--- src/rtl/tbase_pkg.sv ---
package tbase_pkg;
    typedef enum logic {
        CDIR_UP   = 1'b0,
        CDIR_DOWN = 1'b1
    } cdir_e;
endpackage

--- src/rtl/tbase_presc.sv ---
module tbase_presc #(
    parameter int W = 16
) (
    input  logic         clk,
    input  logic         rst_n,
    input  logic         tick,
    input  logic         clear,
    input  logic [W-1:0] psc_val,
    output logic         step
);
    logic [W-1:0] div_d, div_q;

    always_comb begin
        div_d = div_q;
        step  = 1'b0;
        if (clear) begin
            div_d = '0;
        end else if (tick) begin
            if (div_q >= psc_val) begin
                div_d = '0;
                step  = 1'b1;
            end else begin
                div_d = div_q + 1'b1;
            end
        end
    end

    always_ff @(posedge clk) begin
        if (!rst_n) div_q <= '0;
        else        div_q <= div_d;
    end

    // a passed tick restarts the division
    a_r2_step_restarts: assert property (@(posedge clk) disable iff (!rst_n)
        step |=> (div_q == '0));
    // forced clear empties the prescaler
    a_r7_clear_presc: assert property (@(posedge clk) disable iff (!rst_n)
        clear |=> (div_q == '0));
endmodule

--- src/rtl/tbase_cnt.sv ---
module tbase_cnt
    import tbase_pkg::*;
#(
    parameter int W = 16
) (
    input  logic         clk,
    input  logic         rst_n,
    input  logic         step,
    input  logic         force_upd,
    input  logic         center,
    input  logic         dir_down,
    input  logic [W-1:0] arr_val,
    output logic [W-1:0] count,
    output logic         dir_dn,
    output logic         wrap
);
    typedef struct packed {
        logic [W-1:0] cnt;
        cdir_e        cdir;
    } cnt_st_t;

    cnt_st_t st_d, st_q;

    always_comb begin
        st_d = st_q;
        wrap = 1'b0;
        if (force_upd) begin
            st_d.cnt  = (!center && dir_down) ? arr_val : '0;
            st_d.cdir = CDIR_UP;
        end else if (step) begin
            if (!center) begin
                if (!dir_down) begin
                    if (st_q.cnt >= arr_val) begin
                        st_d.cnt = '0;
                        wrap     = 1'b1;
                    end else begin
                        st_d.cnt = st_q.cnt + 1'b1;
                    end
                end else begin
                    if (st_q.cnt == '0) begin
                        st_d.cnt = arr_val;
                        wrap     = 1'b1;
                    end else begin
                        st_d.cnt = st_q.cnt - 1'b1;
                    end
                end
            end else if (st_q.cdir == CDIR_UP) begin
                if (st_q.cnt >= arr_val) begin
                    wrap = 1'b1;
                    if (arr_val == '0) begin
                        st_d.cnt = '0;
                    end else begin
                        st_d.cnt  = arr_val - 1'b1;
                        st_d.cdir = CDIR_DOWN;
                    end
                end else begin
                    st_d.cnt = st_q.cnt + 1'b1;
                end
            end else begin
                if (st_q.cnt == '0) begin
                    wrap      = 1'b1;
                    st_d.cdir = CDIR_UP;
                    st_d.cnt  = (arr_val == '0) ? '0 : {{(W-1){1'b0}}, 1'b1};
                end else begin
                    st_d.cnt = st_q.cnt - 1'b1;
                end
            end
        end
        if (!center) st_d.cdir = CDIR_UP;
    end

    always_ff @(posedge clk) begin
        if (!rst_n) begin
            st_q.cnt  <= '0;
            st_q.cdir <= CDIR_UP;
        end else begin
            st_q <= st_d;
        end
    end

    assign count  = st_q.cnt;
    assign dir_dn = center ? (st_q.cdir == CDIR_DOWN) : dir_down;

    // no step and no force keeps the count
    a_r2_freeze: assert property (@(posedge clk) disable iff (!rst_n)
        (!step && !force_upd) |=> $stable(count));
    // up-counting wraps to zero at the limit
    a_r3_up_wrap: assert property (@(posedge clk) disable iff (!rst_n)
        (step && !force_upd && !center && !dir_down && count >= arr_val) |=> (count == '0));
    // down-counting reloads the limit at zero
    a_r4_down_reload: assert property (@(posedge clk) disable iff (!rst_n)
        (step && !force_upd && !center && dir_down && count == '0) |=> (count == $past(arr_val)));
    // center-aligned counter turns down at the limit
    a_r5_center_turn: assert property (@(posedge clk) disable iff (!rst_n)
        (step && !force_upd && center && !dir_dn && arr_val != '0 && count >= arr_val)
        |=> (!center || dir_dn));
    // zero limit holds the counter at zero
    a_r8_zero_hold: assert property (@(posedge clk) disable iff (!rst_n)
        (step && !force_upd && arr_val == '0 && count == '0) |=> (count == '0));
endmodule

--- src/rtl/tbase_rep.sv ---
module tbase_rep #(
    parameter int W = 16
) (
    input  logic         clk,
    input  logic         rst_n,
    input  logic         wrap,
    input  logic         force_upd,
    input  logic [W-1:0] rcr_val,
    output logic         upd
);
    typedef struct packed {
        logic [W-1:0] rep;
        logic         upd;
    } rep_st_t;

    rep_st_t st_d, st_q;

    always_comb begin
        st_d     = st_q;
        st_d.upd = 1'b0;
        if (force_upd) begin
            st_d.rep = rcr_val;
            st_d.upd = 1'b1;
        end else if (wrap) begin
            if (st_q.rep == '0) begin
                st_d.rep = rcr_val;
                st_d.upd = 1'b1;
            end else begin
                st_d.rep = st_q.rep - 1'b1;
            end
        end
    end

    always_ff @(posedge clk) begin
        if (!rst_n) begin
            st_q.rep <= '0;
            st_q.upd <= 1'b0;
        end else begin
            st_q <= st_d;
        end
    end

    assign upd = st_q.upd;

    // a forced request always yields an update
    a_r7_force_upd: assert property (@(posedge clk) disable iff (!rst_n)
        force_upd |=> upd);
    // a wrap with repetitions pending yields no update
    a_r6_gated: assert property (@(posedge clk) disable iff (!rst_n)
        (wrap && !force_upd && st_q.rep != '0) |=> !upd);
    // no cause, no pulse
    a_r10_no_cause: assert property (@(posedge clk) disable iff (!rst_n)
        (!wrap && !force_upd) |=> !upd);
endmodule

--- src/rtl/tbase_top.sv ---
module tbase_top #(
    parameter int W  = 16,
    parameter int MW = 2
) (
    input  logic          clk,
    input  logic          rst_n,
    input  logic          tick_en,
    input  logic [W-1:0]  psc_val,
    input  logic [W-1:0]  arr_val,
    input  logic [W-1:0]  rcr_val,
    input  logic [MW-1:0] mode_sel,
    input  logic          dir_down,
    input  logic          sw_upd,
    input  logic          slv_upd,
    output logic [W-1:0]  count,
    output logic          upd_pulse,
    output logic          dir_dn
);
    logic force_upd;
    logic center;
    logic step;
    logic wrap;

    assign force_upd = sw_upd | slv_upd;
    assign center    = |mode_sel;

    tbase_presc #(.W(W)) u_presc (
        .clk     (clk),
        .rst_n   (rst_n),
        .tick    (tick_en),
        .clear   (force_upd),
        .psc_val (psc_val),
        .step    (step)
    );

    tbase_cnt #(.W(W)) u_cnt (
        .clk       (clk),
        .rst_n     (rst_n),
        .step      (step),
        .force_upd (force_upd),
        .center    (center),
        .dir_down  (dir_down),
        .arr_val   (arr_val),
        .count     (count),
        .dir_dn    (dir_dn),
        .wrap      (wrap)
    );

    tbase_rep #(.W(W)) u_rep (
        .clk       (clk),
        .rst_n     (rst_n),
        .wrap      (wrap),
        .force_upd (force_upd),
        .rcr_val   (rcr_val),
        .upd       (upd_pulse)
    );

    // reset leaves the outputs idle
    a_r9_reset_idle: assert property (@(posedge clk)
        !rst_n |=> (count == '0 && !upd_pulse));
endmodule

--- config.mk ---
export PLATFORM = sky130hd
export DESIGN_NAME = tbase_top
export DESIGN_NICKNAME = d
export VERILOG_FILES = /design/src/rtl/tbase_pkg.sv /design/src/rtl/tbase_presc.sv /design/src/rtl/tbase_cnt.sv /design/src/rtl/tbase_rep.sv /design/src/rtl/tbase_top.sv
export SDC_FILE = /design/constraint.sdc
export NUM_CORES = 1
export LEC_CHECK = 0
export BUFFER_PORTS_ARGS = -buffer_cell sky130_fd_sc_hd__buf_4
export CAP_MARGIN = 10
export CORE_UTILIZATION = 59
export DETAILED_ROUTE_END_ITERATION = 10
export PLACE_DENSITY = 0.88
export SLEW_MARGIN = 5
export SYNTH_ARGS = -nofsm -noshare
export SYNTH_HDL_FRONTEND = slang
export SYNTH_HIERARCHICAL = 1
export SYNTH_SLANG_ARGS = --single-unit
export TNS_END_PERCENT = 5
--- constraint.sdc ---
create_clock -name clk -period 4.7 [get_ports clk]
set_input_delay 0.47 -clock clk [delete_from_list [all_inputs] [get_ports clk]]
set_output_delay 0.47 -clock clk [all_outputs]
set_load 0.03 [all_outputs]
==> results.py <==
metrics = {
    "outcome": {
        "status": "finished, final reports clean",
    },
    "timing": {
        "fin_worst_skew_ns": 0.008848,
        "slew_headroom": 0.1456,
        "setup_viol_count_final": 0,
        "slew_violations": 0,
        "grt_setup_unrepaired": "false",
        "min_period_over_period": 0.7586,
        "fmax_ghz": 0.2805,
        "hold_viol_final": 0,
        "finalSetupTns_ns": 0,
        "hold_ws_ns": 0.4113,
        "fin_crit_ns": 3.565,
        "tightest_slew_ns": 1.277,
        "fin_ws_ns": 1.135,
    },
    "placed_design": {
        "io_buffer_count": 73,
        "dp_slack_ns": 1.015,
        "gp_congestion": 1.013,
        "hpwl_um": 10890,
    },
    "routing": {
        "dr.pass1.iters": 6,
        "route.antenna.remaining_nets": 0,
        "wl_per_cell_um": 18.00,
        "wirelength_um": 14840,
        "num_vias": 5430,
        "vias_per_cell": 6.590,
        "drc_errors": 0,
        "drt_iter0_drc": 458,
    },
    "cells_and_area": {
        "num_antenna_cells": 0,
        "area_growth_pct": 8.609,
        "drive_above_1_share": 0.1816,
        "fillers": 735,
        "multi_input_area_sq_um": 3720,
        "final_net_count": 809,
        "regArea_sq_um": 1001,
    },
    "clocking": {
        "postCtsHoldBufs": 0,
        "cts-resized-gates": 0,
        "cts_tree": "done",
        "clkTransAtPathRegs_ns": 0.11,
        "cts_buffers": 5,
        "cts_setup_buffers": 0,
        "clk_path_buf_depth": 2,
        "clk_root_buffer_cell": "clkbuf_8",
        "cts_sinks": 50,
        "ctsHtreeMaxLevel": 2,
        "clock_latency_ns": 0.32,
    },
    "grt": {
        "grt_overflow_total": 0,
        "antenna_found_initial": 0,
        "grt_pass1_vias": 5201,
        "grt_pass1_wl_um": 24700,
        "grt_start_max_net_pins": 41,
        "grt_usage": 0.3160,
    },
    "synthesis": {
        "synth.avg_cell_area_sq_um": 7.711,
        "syn_nets": 780,
        "synth_seq_cells": 50,
        "yosysSeqAreaShare": 0.1892,
        "yosys_warnings": 6,
        "synth_area_sq_um": 5290,
        "synth_edf_count": 0,
        "synth_area_leader_cell": "dfxtp_1",
        "synth_most_common_cell": "nor2_1",
        "synth_top_cells_by_count": "58 x nor2_1, 50 x dfxtp_1, 47 x inv_1, 47 x nand2_1, 38 x ha_1",
        "ys_dominant_reg_cell": "dfxtp_1",
        "synth_top_area_share": 0.1892,
        "synth_cell_types": 93,
        "synthTopCellsByArea": "dfxtp_1 19%, ha_1 9.0%, xor2_1 4.8%, nor2_1 4.1%, xnor2_1 3.6%",
        "async_flop_share": 0,
        "synthCells": 686,
    },
    "power": {
        "p_per_area_nw_per_um2": 193.3,
        "ir_worst_vdd_mv": 0.1406,
        "leakagePower_nw": 2.527,
    },
    "hold_path": {
        "hold_path_startpoint": "tick_en",
        "whs_path_depth": 2,
        "hold_class": "in2reg",
        "min_delay_worst_endpoint": "u_presc/div_q[0]",
    },
    "die": {
        "die_h_um": 96.69,
        "initial_core_util": 0.6066,
        "core_sq_um": 8721,
        "std_cell_rows": 34,
        "die_x_um": 96.69,
        "dieArea_sq_um": 9349,
        "ioPinCount": 74,
    },
    "worst_setup_path": {
        "rr_endpoint": "u_rep/st_q[1]",
        "setup.reg_to_reg.worst_slack_ns": 1.13,
        "endpoint_kind": "register",
        "r2r_cells": 13,
        "worstPathRequired_ns": 4.95,
        "crit_arrival_ns": 3.82,
        "cp_max_fo": 19,
        "path_class": "reg2reg",
        "setup.worst_path.start_class": "register",
        "reg2reg_from": "u_cnt/count[0]",
    },
    "flow_run": {
        "max_cap_violations": 0,
    },
}
-- worst max-delay path: stages (launching register included) --
cell and delay [ns]:
dfxtp_1 0.59, inv_1 0.12, ha_1 0.29, nand2b_1 0.09
a2111oi_0 0.10, or4b_4 0.58, nand3_1 0.10, buf_4 0.23
a21oi_1 0.10, nor2_1 0.14, buf_4 0.24, inv_1 0.17
or4_1 0.56, a31oi_1 0.17
-- metrics by stage --
| step | area (sq um) | util | std cells | power [W] |
|---|---|---|---|---|
| final | 5746 | 0.6588 | 824 | 0.001110 |
| after global routing | 5746 | 0.6588 | 824 | 0.001162 |
| after CTS | 5746 | 0.6588 | 824 | 0.001106 |
| after detailed placement | 5629 | 0.6455 | 816 | 0.0007716 |
| after global placement | 5629 | 0.6455 | 816 | 0.0007630 |
| after floorplan | 5290 | - | 686 | 0.0006818 |
-- where the power goes --
part / total [W] / internal [W] / switching, W / leakage [nW]
sequential: 0.000463 / 0.000437 / 0.0000256 / 0.408
combinational: 0.000310 / 0.000127 / 0.000183 / 2.06
clock: 0.000338 / 0.000162 / 0.000176 / 0.0587
-- registers in the layout, summed over array words and instances (netlist names) --
register       count
u_rep/upd          1
u_presc/div_q     16
u_cnt/st_q         1
u_cnt/count       16
u_rep/st_q        16
-- worst max-delay path by stage --
| stage | start | endpoint | slack, ns | cells after the start |
|---|---|---|---|---|
| final | u_cnt/count[0] | u_rep/st_q[1] | 1.13 | 13 |
| after global routing | u_cnt/count[0] | u_rep/st_q[5] | 0.85 | 13 |
| after CTS | u_presc/div_q[11] | u_rep/st_q[1] | 1.19 | 12 |
| after detailed placement | psc_val[9] | u_rep/st_q[1] | 1.02 | 14 |
| after floorplan | u_cnt/count[0] | u_rep/st_q[1] | 1.40 | 14 |
| after global placement | psc_val[11] | u_rep/st_q[8] | 1.13 | 14 |
-- cell usage in the layout, fill, tap and decap left out, drive strengths merged, types with 4 or more instances in the layout --
cell	synthesis	final
mux2i	7	7
o31ai	5	5
o311a	9	9
a221o	6	6
and3	10	10
xor2	29	29
nand4	29	29
clkbuf	26	5
nor2	69	69
nor3	35	35
or3	7	7
o211a	6	6
dfxtp	50	50
o21ai	25	25
ha	38	38
nand3	26	26
a211oi	9	9
o21a	8	8
nand2	49	49
and4	8	8
a31oi	6	6
a2111oi	4	4
a21oi	35	35
nor2b	7	7
buf	29	79
or4	12	12
xnor2	22	22
nor4	15	15
inv	47	48
-- metal layers --
layer,wire length (um),track usage,up-vias,part of all wire
li1,-,-,2575,-
met1,6061,0.4002,2446,0.41
met2,6768,0.5146,339,0.46
met3,1444,0.05636,70,0.097
met4,561,0.1584,0,0.038
met5,0,0,-,0
-- cell families (layout without fill, tap and decap cells) --
logic type                 count (synthesis)  in the layout  share of synthesized area
AOI/OAI and AO/OA                        146            146                     0.2058
xor gates and xnor gates                  51             51                    0.08444
adders and majority gates                 38             38                    0.08988
buffers and inverters                    105            135                     0.1076
DFF                                       50             50                     0.1892
muxes                                      7              7                    0.01325
and+or+nand+nor                          289            289                     0.3098
-- area by class of cell --
class                   count  share of cell area
repair buffers             79              0.1032
inverters                  48             0.03136
clock inverters             3            0.008275
well taps                 108             0.02352
clock buffers               5             0.01198
multi-input cells         531              0.6474
flip-flops and latches     50              0.1742
No activity file was read; power rests on OpenSTA's default activity.
